**src/rtl/mq_pkg.sv**
```systemverilog
package mq_pkg;
  typedef enum logic [1:0] {
    OP_SEND   = 2'd0,
    OP_RECV   = 2'd1,
    OP_FLUSH  = 2'd2,
    OP_SELECT = 2'd3
  } mq_op_e;

  typedef enum logic [1:0] {
    SUP_REFILL  = 2'd0,
    SUP_SET_OVF = 2'd1,
    SUP_CLR_OVF = 2'd2,
    SUP_IDLE    = 2'd3
  } mq_sup_e;
endpackage

```
**src/rtl/mq_fifo.sv**
```systemverilog
module mq_fifo #(
  parameter int DEPTH = 4,
  parameter int W     = 34
) (
  input  logic                       clk,
  input  logic                       rst,
  input  logic                       push,
  input  logic [W-1:0]               push_data,
  input  logic                       pop,
  input  logic                       flush,
  output logic [W-1:0]               head,
  output logic [$clog2(DEPTH+1)-1:0] count
);
  localparam int PW = (DEPTH > 1) ? $clog2(DEPTH) : 1;
  localparam int CW = $clog2(DEPTH + 1);

  logic [W-1:0]  mem [DEPTH];
  logic [PW-1:0] wr_ptr, rd_ptr;
  logic [CW-1:0] cnt;

  function automatic logic [PW-1:0] nxt(input logic [PW-1:0] p);
    return (p == PW'(DEPTH - 1)) ? '0 : p + 1'b1;
  endfunction

  always_ff @(posedge clk) begin
    if (push) mem[wr_ptr] <= push_data;
  end

  always_ff @(posedge clk) begin
    if (rst) begin
      wr_ptr <= '0;
      rd_ptr <= '0;
      cnt    <= '0;
    end else begin
      if (push) wr_ptr <= nxt(wr_ptr);
      if (flush)    rd_ptr <= wr_ptr;
      else if (pop) rd_ptr <= nxt(rd_ptr);
      cnt <= (flush ? '0 : cnt - CW'(pop)) + CW'(push);
    end
  end

  assign head  = mem[rd_ptr];
  assign count = cnt;

  // a write is never issued into a full queue
  a_r2_no_overflow: assert property (@(posedge clk) disable iff (rst)
    push |-> (cnt != CW'(DEPTH)));
  // a read is never issued from an empty queue
  a_r4_no_underflow: assert property (@(posedge clk) disable iff (rst)
    pop |-> (cnt != '0));
  // after a flush only the same-cycle write can remain
  a_r8_flush_empties: assert property (@(posedge clk) disable iff (rst)
    flush |=> (cnt == CW'($past(push))));
endmodule

```
**src/rtl/mq_arbiter.sv**
```systemverilog
module mq_arbiter #(
  parameter int N   = 4,
  parameter int IDW = 2
) (
  input  logic           clk,
  input  logic           rst,
  input  logic [N-1:0]   send_req,
  input  logic [N*IDW-1:0] send_tgt,
  input  logic [N-1:0]   tgt_block,
  output logic [N-1:0]   grant
);
  logic [N-1:0] g_to [N];

  always_comb begin
    for (int i = 0; i < N; i++) begin
      grant[i] = send_req[i] && !tgt_block[send_tgt[i*IDW +: IDW]];
      for (int j = 0; j < i; j++) begin
        if (send_req[j] && (send_tgt[j*IDW +: IDW] == send_tgt[i*IDW +: IDW]))
          grant[i] = 1'b0;
      end
    end
    for (int t = 0; t < N; t++)
      for (int i = 0; i < N; i++)
        g_to[t][i] = grant[i] && (send_tgt[i*IDW +: IDW] == IDW'(t));
  end

  for (genvar t = 0; t < N; t++) begin : g_chk
    // at most one sender is served per target
    a_r3_one_winner: assert property (@(posedge clk) disable iff (rst)
      $onehot0(g_to[t]));
  end
endmodule

```
**src/rtl/mq_unit.sv**
```systemverilog
module mq_unit
  import mq_pkg::*;
#(
  parameter int N_CORES = 4,
  parameter int DEPTH   = 4,
  parameter int DATA_W  = 32,
  parameter int IDW     = (N_CORES > 1) ? $clog2(N_CORES) : 1
) (
  input  logic                     clk,
  input  logic                     rst,
  input  logic [N_CORES-1:0]       req_valid,
  input  logic [2*N_CORES-1:0]     req_op,
  input  logic [N_CORES-1:0]       req_mode,
  input  logic [IDW*N_CORES-1:0]   req_target,
  input  logic [DATA_W*N_CORES-1:0] req_data,
  input  logic [1:0]               sup_op,
  input  logic [IDW-1:0]           sup_core,
  input  logic [IDW-1:0]           sup_src,
  input  logic [DATA_W-1:0]        sup_data,
  output logic [N_CORES-1:0]       rsp_valid,
  output logic [N_CORES-1:0]       rsp_ok,
  output logic [N_CORES-1:0]       rsp_trap,
  output logic [DATA_W*N_CORES-1:0] rsp_data,
  output logic [IDW*N_CORES-1:0]   rsp_src
);
  localparam int N  = N_CORES;
  localparam int CW = $clog2(DEPTH + 1);
  localparam int EW = IDW + DATA_W;

  logic [CW-1:0]  cnt       [N];
  logic [EW-1:0]  head      [N];
  logic [EW-1:0]  push_data [N];
  logic [IDW-1:0] tgt       [N];
  logic [N-1:0]   push, pop, flush, full, refill_hit, is_send, grant;
  logic [N-1:0]   waiting, wait_n, ovf;
  logic [N-1:0]   nv, nok, ntrap;
  logic [DATA_W-1:0] ndata [N];
  logic [IDW-1:0]    nsrc  [N];
  mq_sup_e        sup_e;

  assign sup_e = mq_sup_e'(sup_op);

  always_comb begin
    for (int c = 0; c < N; c++) begin
      tgt[c]        = req_target[c*IDW +: IDW];
      is_send[c]    = req_valid[c] && !waiting[c] &&
                      (mq_op_e'(req_op[c*2 +: 2]) == OP_SEND);
      full[c]       = (cnt[c] == CW'(DEPTH));
      refill_hit[c] = (sup_e == SUP_REFILL) && (sup_core == IDW'(c));
    end
  end

  mq_arbiter #(.N(N), .IDW(IDW)) u_arb (
    .clk(clk), .rst(rst), .send_req(is_send), .send_tgt(req_target),
    .tgt_block(refill_hit), .grant(grant)
  );

  // write side: refill first, then the arbitration winner
  always_comb begin
    for (int t = 0; t < N; t++) begin
      push[t]      = 1'b0;
      push_data[t] = '0;
      if (refill_hit[t]) begin
        push[t]      = !full[t];
        push_data[t] = {sup_src, sup_data};
      end else begin
        for (int c = 0; c < N; c++) begin
          if (grant[c] && (tgt[c] == IDW'(t))) begin
            push[t]      = !full[t];
            push_data[t] = {IDW'(c), req_data[c*DATA_W +: DATA_W]};
          end
        end
      end
    end
  end

  // request side per core
  always_comb begin
    for (int c = 0; c < N; c++) begin
      pop[c]   = 1'b0;
      flush[c] = 1'b0;
      nv[c]    = 1'b0;
      nok[c]   = 1'b0;
      ntrap[c] = 1'b0;
      ndata[c] = '0;
      nsrc[c]  = '0;
      wait_n[c] = waiting[c];
      if (waiting[c]) begin
        if (cnt[c] != '0) begin
          pop[c] = 1'b1; nv[c] = 1'b1; nok[c] = 1'b1;
          {nsrc[c], ndata[c]} = head[c];
          wait_n[c] = 1'b0;
        end else if (ovf[c]) begin
          nv[c] = 1'b1; ntrap[c] = 1'b1; wait_n[c] = 1'b0;
        end
      end else if (req_valid[c]) begin
        unique case (mq_op_e'(req_op[c*2 +: 2]))
          OP_SEND: begin
            nv[c]    = 1'b1;
            nok[c]   = grant[c] && !full[tgt[c]];
            ntrap[c] = grant[c] && full[tgt[c]];
          end
          OP_RECV: begin
            if (cnt[c] != '0) begin
              pop[c] = 1'b1; nv[c] = 1'b1; nok[c] = 1'b1;
              {nsrc[c], ndata[c]} = head[c];
            end else if (ovf[c] || !req_mode[c]) begin
              nv[c] = 1'b1; ntrap[c] = 1'b1;
            end else begin
              wait_n[c] = 1'b1;
            end
          end
          OP_FLUSH: begin
            flush[c] = 1'b1; nv[c] = 1'b1; nok[c] = 1'b1;
          end
          OP_SELECT: begin
            nv[c]  = 1'b1;
            nok[c] = req_mode[c] ? (cnt[c] != '0) : !full[tgt[c]];
          end
          default: ;
        endcase
      end
    end
  end

  for (genvar c = 0; c < N; c++) begin : g_q
    mq_fifo #(.DEPTH(DEPTH), .W(EW)) u_fifo (
      .clk(clk), .rst(rst), .push(push[c]), .push_data(push_data[c]),
      .pop(pop[c]), .flush(flush[c]), .head(head[c]), .count(cnt[c])
    );

    // a parked receive stays silent while nothing arrives
    a_r6_wait_quiet: assert property (@(posedge clk) disable iff (rst)
      (waiting[c] && cnt[c] == '0 && !ovf[c]) |=> !rsp_valid[c]);
    // a parked receive traps once the overflow flag is seen
    a_r7_wait_trap: assert property (@(posedge clk) disable iff (rst)
      (waiting[c] && cnt[c] == '0 && ovf[c]) |=> (rsp_valid[c] && rsp_trap[c]));
    // every response has a request or a parked receive behind it
    a_r12_rsp_cause: assert property (@(posedge clk) disable iff (rst)
      rsp_valid[c] |-> $past(req_valid[c] || waiting[c]));
    // ok and trap are never raised together
    a_r12_excl: assert property (@(posedge clk) disable iff (rst)
      !(rsp_ok[c] && rsp_trap[c]));
  end

  always_ff @(posedge clk) begin
    if (rst) begin
      waiting   <= '0;
      ovf       <= '0;
      rsp_valid <= '0;
      rsp_ok    <= '0;
      rsp_trap  <= '0;
      rsp_data  <= '0;
      rsp_src   <= '0;
    end else begin
      waiting   <= wait_n;
      rsp_valid <= nv;
      rsp_ok    <= nok;
      rsp_trap  <= ntrap;
      for (int c = 0; c < N; c++) begin
        rsp_data[c*DATA_W +: DATA_W] <= ndata[c];
        rsp_src[c*IDW +: IDW]        <= nsrc[c];
        if (sup_core == IDW'(c)) begin
          if (sup_e == SUP_SET_OVF) ovf[c] <= 1'b1;
          if (sup_e == SUP_CLR_OVF) ovf[c] <= 1'b0;
        end
      end
    end
  end
endmodule

```
**config.mk**
```make
export PLATFORM = sky130hd
export DESIGN_NAME = mq_unit
export DESIGN_NICKNAME = d
export VERILOG_FILES = /design/src/rtl/mq_pkg.sv /design/src/rtl/mq_fifo.sv /design/src/rtl/mq_arbiter.sv /design/src/rtl/mq_unit.sv
export SDC_FILE = /design/constraint.sdc
export NUM_CORES = 1
export LEC_CHECK = 0
export ABC_AREA = 1
export BUFFER_PORTS_ARGS = -buffer_cell sky130_fd_sc_hd__clkbuf_2
export CORE_ASPECT_RATIO = 1.5
export CORE_UTILIZATION = 40
export DETAILED_ROUTE_END_ITERATION = 10
export GPL_ROUTABILITY_DRIVEN = 0
export PLACE_DENSITY = 0.69
export SLEW_MARGIN = 20
export SYNTH_ARGS = -nofsm -noshare
export SYNTH_HDL_FRONTEND = slang
export SYNTH_SLANG_ARGS = --single-unit
export TNS_END_PERCENT = 10
```
**constraint.sdc**
```tcl
create_clock -name clk -period 8.3 [get_ports clk]
set_input_delay 0 -clock clk [delete_from_list [all_inputs] [get_ports clk]]
set_output_delay 0 -clock clk [all_outputs]
set_load 0.1 [all_outputs]
```
======== Word level (Yosys, flattened, before mapping) ========
Memory sizes are Yosys's and may differ from the RTL's. A register that Yosys moved wholly into a read port is not among the register bits.
Index checks and enable logic that the tools add are counted.
operators by class
  add/subtract/negate cells ............... 16
  multiply operators ...................... 0
  divide/modulo/power cells ............... 0
  $lt $le $gt $ge ......................... 4
  equality and inequality tests ........... 47
  shift operators ......................... 0
  multiplexer cells ....................... 252
  bitwise operators ....................... 0
  reduce and logical (&&, ||, !) cells .... 97
operator list
  cell                                                                    count
  32-bit two-way mux                                                      20
  34-bit two-way mux                                                      16
  1-bit two-way mux                                                       152
  2-bit two-way mux                                                       40
  2-bit equality test (second input constant)                             27
  1-bit logical AND                                                       46
  2-bit by 1-bit equality test with 1-bit output (second input constant)  10
  1-bit logical NOT                                                       20
  2-bit logical NOT                                                       10
  2-bit by 1-bit adder with 2-bit output (second input constant)          8
  1-bit binary-select mux with 2-bit select                               8
  1-bit case mux with 2 select lines                                      8
  1-bit case mux with 4 select lines                                      4
  3-bit by 1-bit adder with 3-bit output                                  4
  2-bit equality test                                                     6
  3-bit equality test (second input constant)                             4
  2-bit by 3-bit < comparator with 1-bit output (second input constant)   4
  3-bit two-way mux                                                       4
  3-bit nonzero test                                                      4
  3-bit OR reduction                                                      4
  3-bit by 1-bit subtractor with 3-bit output                             4
  2-bit nonzero test                                                      5
  2-bit AND reduction                                                     4
  1-bit logical OR                                                        4
storage, ports and cells
  register bits after elaboration ......... 184
  bits in latches ......................... 0
  memory bits (writable) .................. 544
  ROM bits ................................ 0
  memories kept ........................... 4
memories
  memory             words  bits a word  rd ports  clocked after Yosys merged registers in  write ports  line           text
  g_q[0].u_fifo.mem  4      34           1         1                                        1            mq_fifo.sv:17  logic [W-1:0] mem [DEPTH];
  g_q[1].u_fifo.mem  4      34           1         1                                        1            mq_fifo.sv:17
  g_q[2].u_fifo.mem  4      34           1         1                                        1            mq_fifo.sv:17
  g_q[3].u_fifo.mem  4      34           1         1                                        1            mq_fifo.sv:17

======== Depth between registers and ports, before layout ========
  word-level depth ........................ 14
  depth in mapped cells ................... 17
  gate-level depth less buffers ........... 15

======== Hierarchy ========
From an unflattened synthesis, not the netlist that was laid out.
unflattened totals
  cells, all modules ...................... 3520
  area total of the unflattened synthesis .. 33564.7 um2
by module, submodules not included
  module                       times used  cells each  area an instance (um2)  sequential area each (um2)
  mq_fifo (g_q[1].u_fifo ...)  3           393         5516.5                  4264.1
  mq_unit                      1           1868        11138.2                 3123.0
  mq_fifo (g_q[0].u_fifo)      1           399         5541.6                  4264.1
  mq_arbiter                   1           74          335.3                   0.0

======== Worst setup path before layout ========
OpenSTA, ideal clock, no wires.
  path kind ............................... input to register
  start ................................... input sup_op[0]
  end ..................................... memory g_q[0].u_fifo.mem[0][0] (enable)
  arrival ................................. 3.798 ns
  setup slack ............................. 4.027 ns
  cell stages on the path ................. 13
  buffers on the path ..................... 2
  cell sequence ........................... inv_1 -> ha_1 -> buf_2 -> nand3_2 -> buf_4 -> inv_2 -> nand2_1 -> nand3_1 -> nor2_2 -> nand3_1 -> nand2_1 -> nor2_4 -> nor3b_1
between the ends
  word-level cells in the longest chain between the ends .. 14
ends and longest elaborated chain
  what                                                           line              text
  from (decl)                                                    mq_unit.sv:16     input logic [1:0] sup_op,
  2-bit logical NOT (*)                                          mq_unit.sv:49     refill_hit[c] = (sup_e == SUP_REFILL) && (sup_core == IDW'(c));
  1-bit logical AND                                              mq_unit.sv:49
  1-bit binary-select mux with 2-bit select                      mq_arbiter.sv:16  grant[i] = send_req[i] && !tgt_block[send_tgt[i*IDW +: IDW]];
  1-bit two-way mux (not written as such)                        mq_arbiter.sv:16
  1-bit logical NOT                                              mq_arbiter.sv:16
  1-bit logical AND                                              mq_arbiter.sv:16
  1-bit logical AND / 1-bit two-way mux (equally long branches)  --
  1-bit two-way mux (tied with other cells) (2 in series)        mq_unit.sv:68     if (grant[c] && (tgt[c] == IDW'(t))) begin
  1-bit two-way mux / 1-bit logical AND (equally long branches)  mq_unit.sv:68
  1-bit two-way mux                                              mq_unit.sv:68
  1-bit two-way mux (*)                                          mq_unit.sv:63     if (refill_hit[t]) begin
  1-bit two-way mux (*)                                          mq_fifo.sv:26     if (push) mem[wr_ptr] <= push_data;
  1-bit two-way mux (not written as such) (*)                    mq_fifo.sv:26
  to (decl)                                                      mq_fifo.sv:17
Every way passes the cells marked *; elsewhere a longest branch is shown, timed or not. The select of a mux whose other input is x is not followed.

======== Worst setup path in the final report ========
  start ................................... input sup_op[1]
  end ..................................... memory g_q[1].u_fifo.mem[2][23] (data pin)
between the ends
  word-level cells in the longest chain between the ends .. 12
ends and longest elaborated chain
  what                                                            line                             text
  2-bit logical NOT (*)                                           mq_unit.sv:49
  1-bit logical AND                                               mq_unit.sv:49
  1-bit binary-select mux with 2-bit select                       mq_arbiter.sv:16
  1-bit two-way mux (not written as such)                         mq_arbiter.sv:16
  1-bit logical NOT                                               mq_arbiter.sv:16
  1-bit logical AND                                               mq_arbiter.sv:16
  1-bit logical AND / 1-bit two-way mux (equally long branches)   mq_unit.sv:68, mq_arbiter.sv:18
  32-bit two-way mux (tied with other cells)                      mq_unit.sv:68
  34-bit two-way mux (tied with other cells)                      mq_unit.sv:68
  34-bit two-way mux / 1-bit logical AND (equally long branches)  mq_unit.sv:68
  34-bit two-way mux                                              mq_unit.sv:68
  34-bit two-way mux (*)                                          mq_unit.sv:63
  via g_q[1].u_fifo.push_data[23]                                 mq_fifo.sv:8                     input logic [W-1:0] push_data,
  to (decl)                                                       mq_fifo.sv:17
The timed path passes the listed nets; every way through them passes the cells marked *. The select of a mux whose other input is x is not followed.

==> impl_metrics.ini <==
[placed_design]
portBuffers = 339
placed_cells = 4371
dp_hpwl_mm = 73.2
pre_cts_ws_ps = 4290
placed_area_um2 = 34000

[setup_path]
crit_buf_inv = 6
crit_required_ps = 8660
cpMaxStageDelayCell = clkinv_1
critPathMaxStageDelay_ps = 890
critPathTopFamily = buffers and inverters
crit_arrival_ps = 4900
cp-end-kind = register
crit_chain = dlygate4sd3_1 > clkbuf_2 > inv_1 > ha_1 > nand3_2 > inv_2 > nand2_1 > nand3_1 > nor2_2 > nand3_1 > clkinv_1 > a21oi_1 > nand3_1 > dlygate4sd3_1
cp-start-kind = input pin
crit_top_cell = nand3_1
path_class = input pin to register
crit_path_max_fanout = 32

[global_route]
busiest_layer = met2
met2_usage_pct = 41.6
grt_pass1_wl_mm = 153
antenna_found_initial = 23
met1_usage_pct = 32.0
grt_max_degree = 70
grt_use_met3_pct = 6.85
grt_pass1_vias = 24100
grt_use_total_pct = 26.3
overflow = 0

[cts]
htree_levels = 3
cts_buffers = 71
clock_sinks = 736
clk_pin_slew_ps = 70
cts_resized = 0
clock_latency_ps = 650
cts.root.buffer_cell = clkbuf_16
cts.path.max_buffers = 3
cts_tree = done

[yosys]
netlist_instances = 3152
synth_cell_type_count = 35
synth.avg_cell_area_um2 = 9.95
mappedNetlistNets = 3382
ys_ff_latch = 736
synthFlopType = edfxtp_1
yosysSeqAreaShare_pct = 64.4
ys_warn_count = 0
synthArstFlopShare_pct = 0
synth_edf_count = 544
syn_area_um2 = 31400

[timing]
slew_violations = 0
setup_viol = 0
fmax_mhz = 220
hold_viol = 0
fin_skew_ps = 35.6
fin_ws_ps = 3760
fin_setup_tns_ps = 0
period_needed_ps = 4540
hold_slack_ps = 34.2
worst_pin_slew_ps = 1150
fin_crit_sh_pct = 54.7
rsz0062_at_grt = no
max_slew_margin_pct = 23.0

[floorplanning]
rows = 125
io_pins = 340
die_y_um = 345
start_util_pct = 40.4
die_area_um2 = 79500
die_w_um = 231
core_area_um2 = 77600

[drt]
routed_wl_mm = 106
avgRoutedWirePerCell_um = 22.6
ant_nets = 0
route.detailed.drc = 0
dr.pass1.iters = 9
drtIter0Drc = 3492
num_vias = 26100
routed_via_density = 5.55

[final_layout]
areaGrowthSynthToFinish_pct = 22.3
postLayoutCoreUtil_pct = 49.4
final_nets = 3839
layout-drive-gt1-share_pct = 15.5
stdcell_count = 4702
stdcell_area_um2 = 38300

[power]
intPower_mw = 6.23
power_switching_mw = 2.11
power.leakage_nw = 15.1
ir_drop_mv = 0.207
clockPowerShare_pct = 40.3
swShare_pct = 25.3
combPwrFrac_pct = 10.7
total_power_mw = 8.34
power_frac_seq_pct = 49.1
power.density_nw_per_um2 = 217

[outcome]
status = completed

[flow_run]
cap_violations = 0

[min_path]
min_path_type = input pin to register
-- worst reg2reg max path: cells and delay by family (launching register included) --
| family | cells | cell delay [ps] |
|---|---|---|
| flops | 1 | 340 |
| buf+inv | 3 | 1650 |
| compound gates | 1 | 440 |
| simple gates | 7 | 1090 |
-- power by group through the flow --
stage          clock (mW)  combinational [mW]  sequential [mW]
2_1_floorplan           0               0.414             4.25
3_3_place_gp            0               0.775             4.17
3_5_place_dp            0               0.785             4.17
4_1_cts              3.40               0.862             4.09
5_1_grt              3.52               0.955             4.10
6_report             3.36               0.889             4.09
-- final cells by class --
cell class,count,area [µm²]
Multi-Input combinational cell,2016,9680
Clock buffer,98,2120
Timing Repair Buffer,558,3860
Clock inverter,32,330
Inverter,226,848
Sequential cell,736,20200
Fill cell,6962,39200
Tap cell,1016,1270
Antenna cell,20,50.0
-- kinds of logic (layout without fill, tap and decap cells) --
group	Yosys count	count (layout)	synth area share, %
adder cells (fa/ha/maj)	38	38	1.52
AO/OA/AOI/OAI	787	787	13.9
other	0	20	0
AND/OR/NAND/NOR	1182	1182	15.0
flip-flops	736	736	64.4
XOR/XNOR	9	9	0.251
buffers and inverters	400	914	5.00
-- synth_stat cells, types with 4 or more instances --
cell / number / share of area (%)
a31oi_1: 7 / 0.14
ha_1: 38 / 1.5
nand4_1: 4 / 0.080
o211ai_1: 53 / 1.3
or2_2: 4 / 0.080
o22ai_1: 101 / 2.0
nor3_1: 14 / 0.22
inv_1: 203 / 2.4
nand2_1: 347 / 4.2
o2111ai_1: 30 / 0.84
inv_2: 18 / 0.22
nand2_2: 4 / 0.080
edfxtp_1: 544 / 52
clkinv_1: 5 / 0.060
clkbuf_1: 118 / 1.4
nor2_2: 8 / 0.16
buf_2: 50 / 0.80
xnor2_1: 7 / 0.20
o21a_1: 7 / 0.17
buf_1: 5 / 0.060
o21ai_0: 296 / 4.7
a21oi_1: 291 / 4.6
nor2_1: 683 / 8.2
nor2_4: 4 / 0.14
nand3_1: 105 / 1.7
dfxtp_1: 192 / 12
-- what timing repair did --
| action | in CTS | in global routing |
|---|---|---|
| hold endpoints to repair | 509 | 4 |
| buffers inserted | 0 | 0 |
| hold buffers | 176 | 1 |
| endpoints found under the setup margin | 0 | 0 |
-- registers in the layout, indices dropped and copies added (netlist names), named ones only --
name	cells
rsp_data	128
g_q.u_fifo.rd_ptr	8
ovf	4
rsp_trap	4
rsp_valid	4
rsp_src	8
rsp_ok	4
g_q.u_fifo.wr_ptr	8
waiting	4
g_q.u_fifo.count	12
g_q.u_fifo.mem	544
-- routing by layer --
layer | share of wire [%] | vias up | wire [µm]
met5 | 0.11 | - | 114
met4 | 6.9 | 18 | 7320
met3 | 12 | 346 | 13200
met2 | 45 | 1711 | 48100
met1 | 35 | 12200 | 37700
li1 | - | 11800 | -
-- cells in the final DEF, fill, tap and decap left out, types with 8 or more instances in the layout --
master and count:
nor2_1 671, edfxtp_1 544, nand2_1 344, clkbuf_2 339
o21ai_0 296, a21oi_1 291, inv_1 200, dfxtp_1 185
dlygate4sd3_1 177, nand3_1 105, o22ai_1 101, clkbuf_16 77
o211ai_1 53, ha_1 38, buf_4 38, o2111ai_1 30
diode_2 20, inv_2 19, nor2_2 16, nor3_1 13
clkbuf_8 11, clkinv_1 10, clkbuf_1 10, nor2_4 8
-- path summary, 6_finish.rpt --
path,to,startpoint,slack [ps],cells past startpoint
worst max-delay path,g_q[1].u_fifo.mem[2][23],sup_op[1],3760,14
worst min-delay path,g_q[0].u_fifo.mem[0][0],sup_data[0],30,3
worst max register to register,g_q[1].u_fifo.mem[2][23],waiting[1],4500,11
worst min register to register,waiting[1],waiting[1],520,2
(Power assumes the default switching activity.)
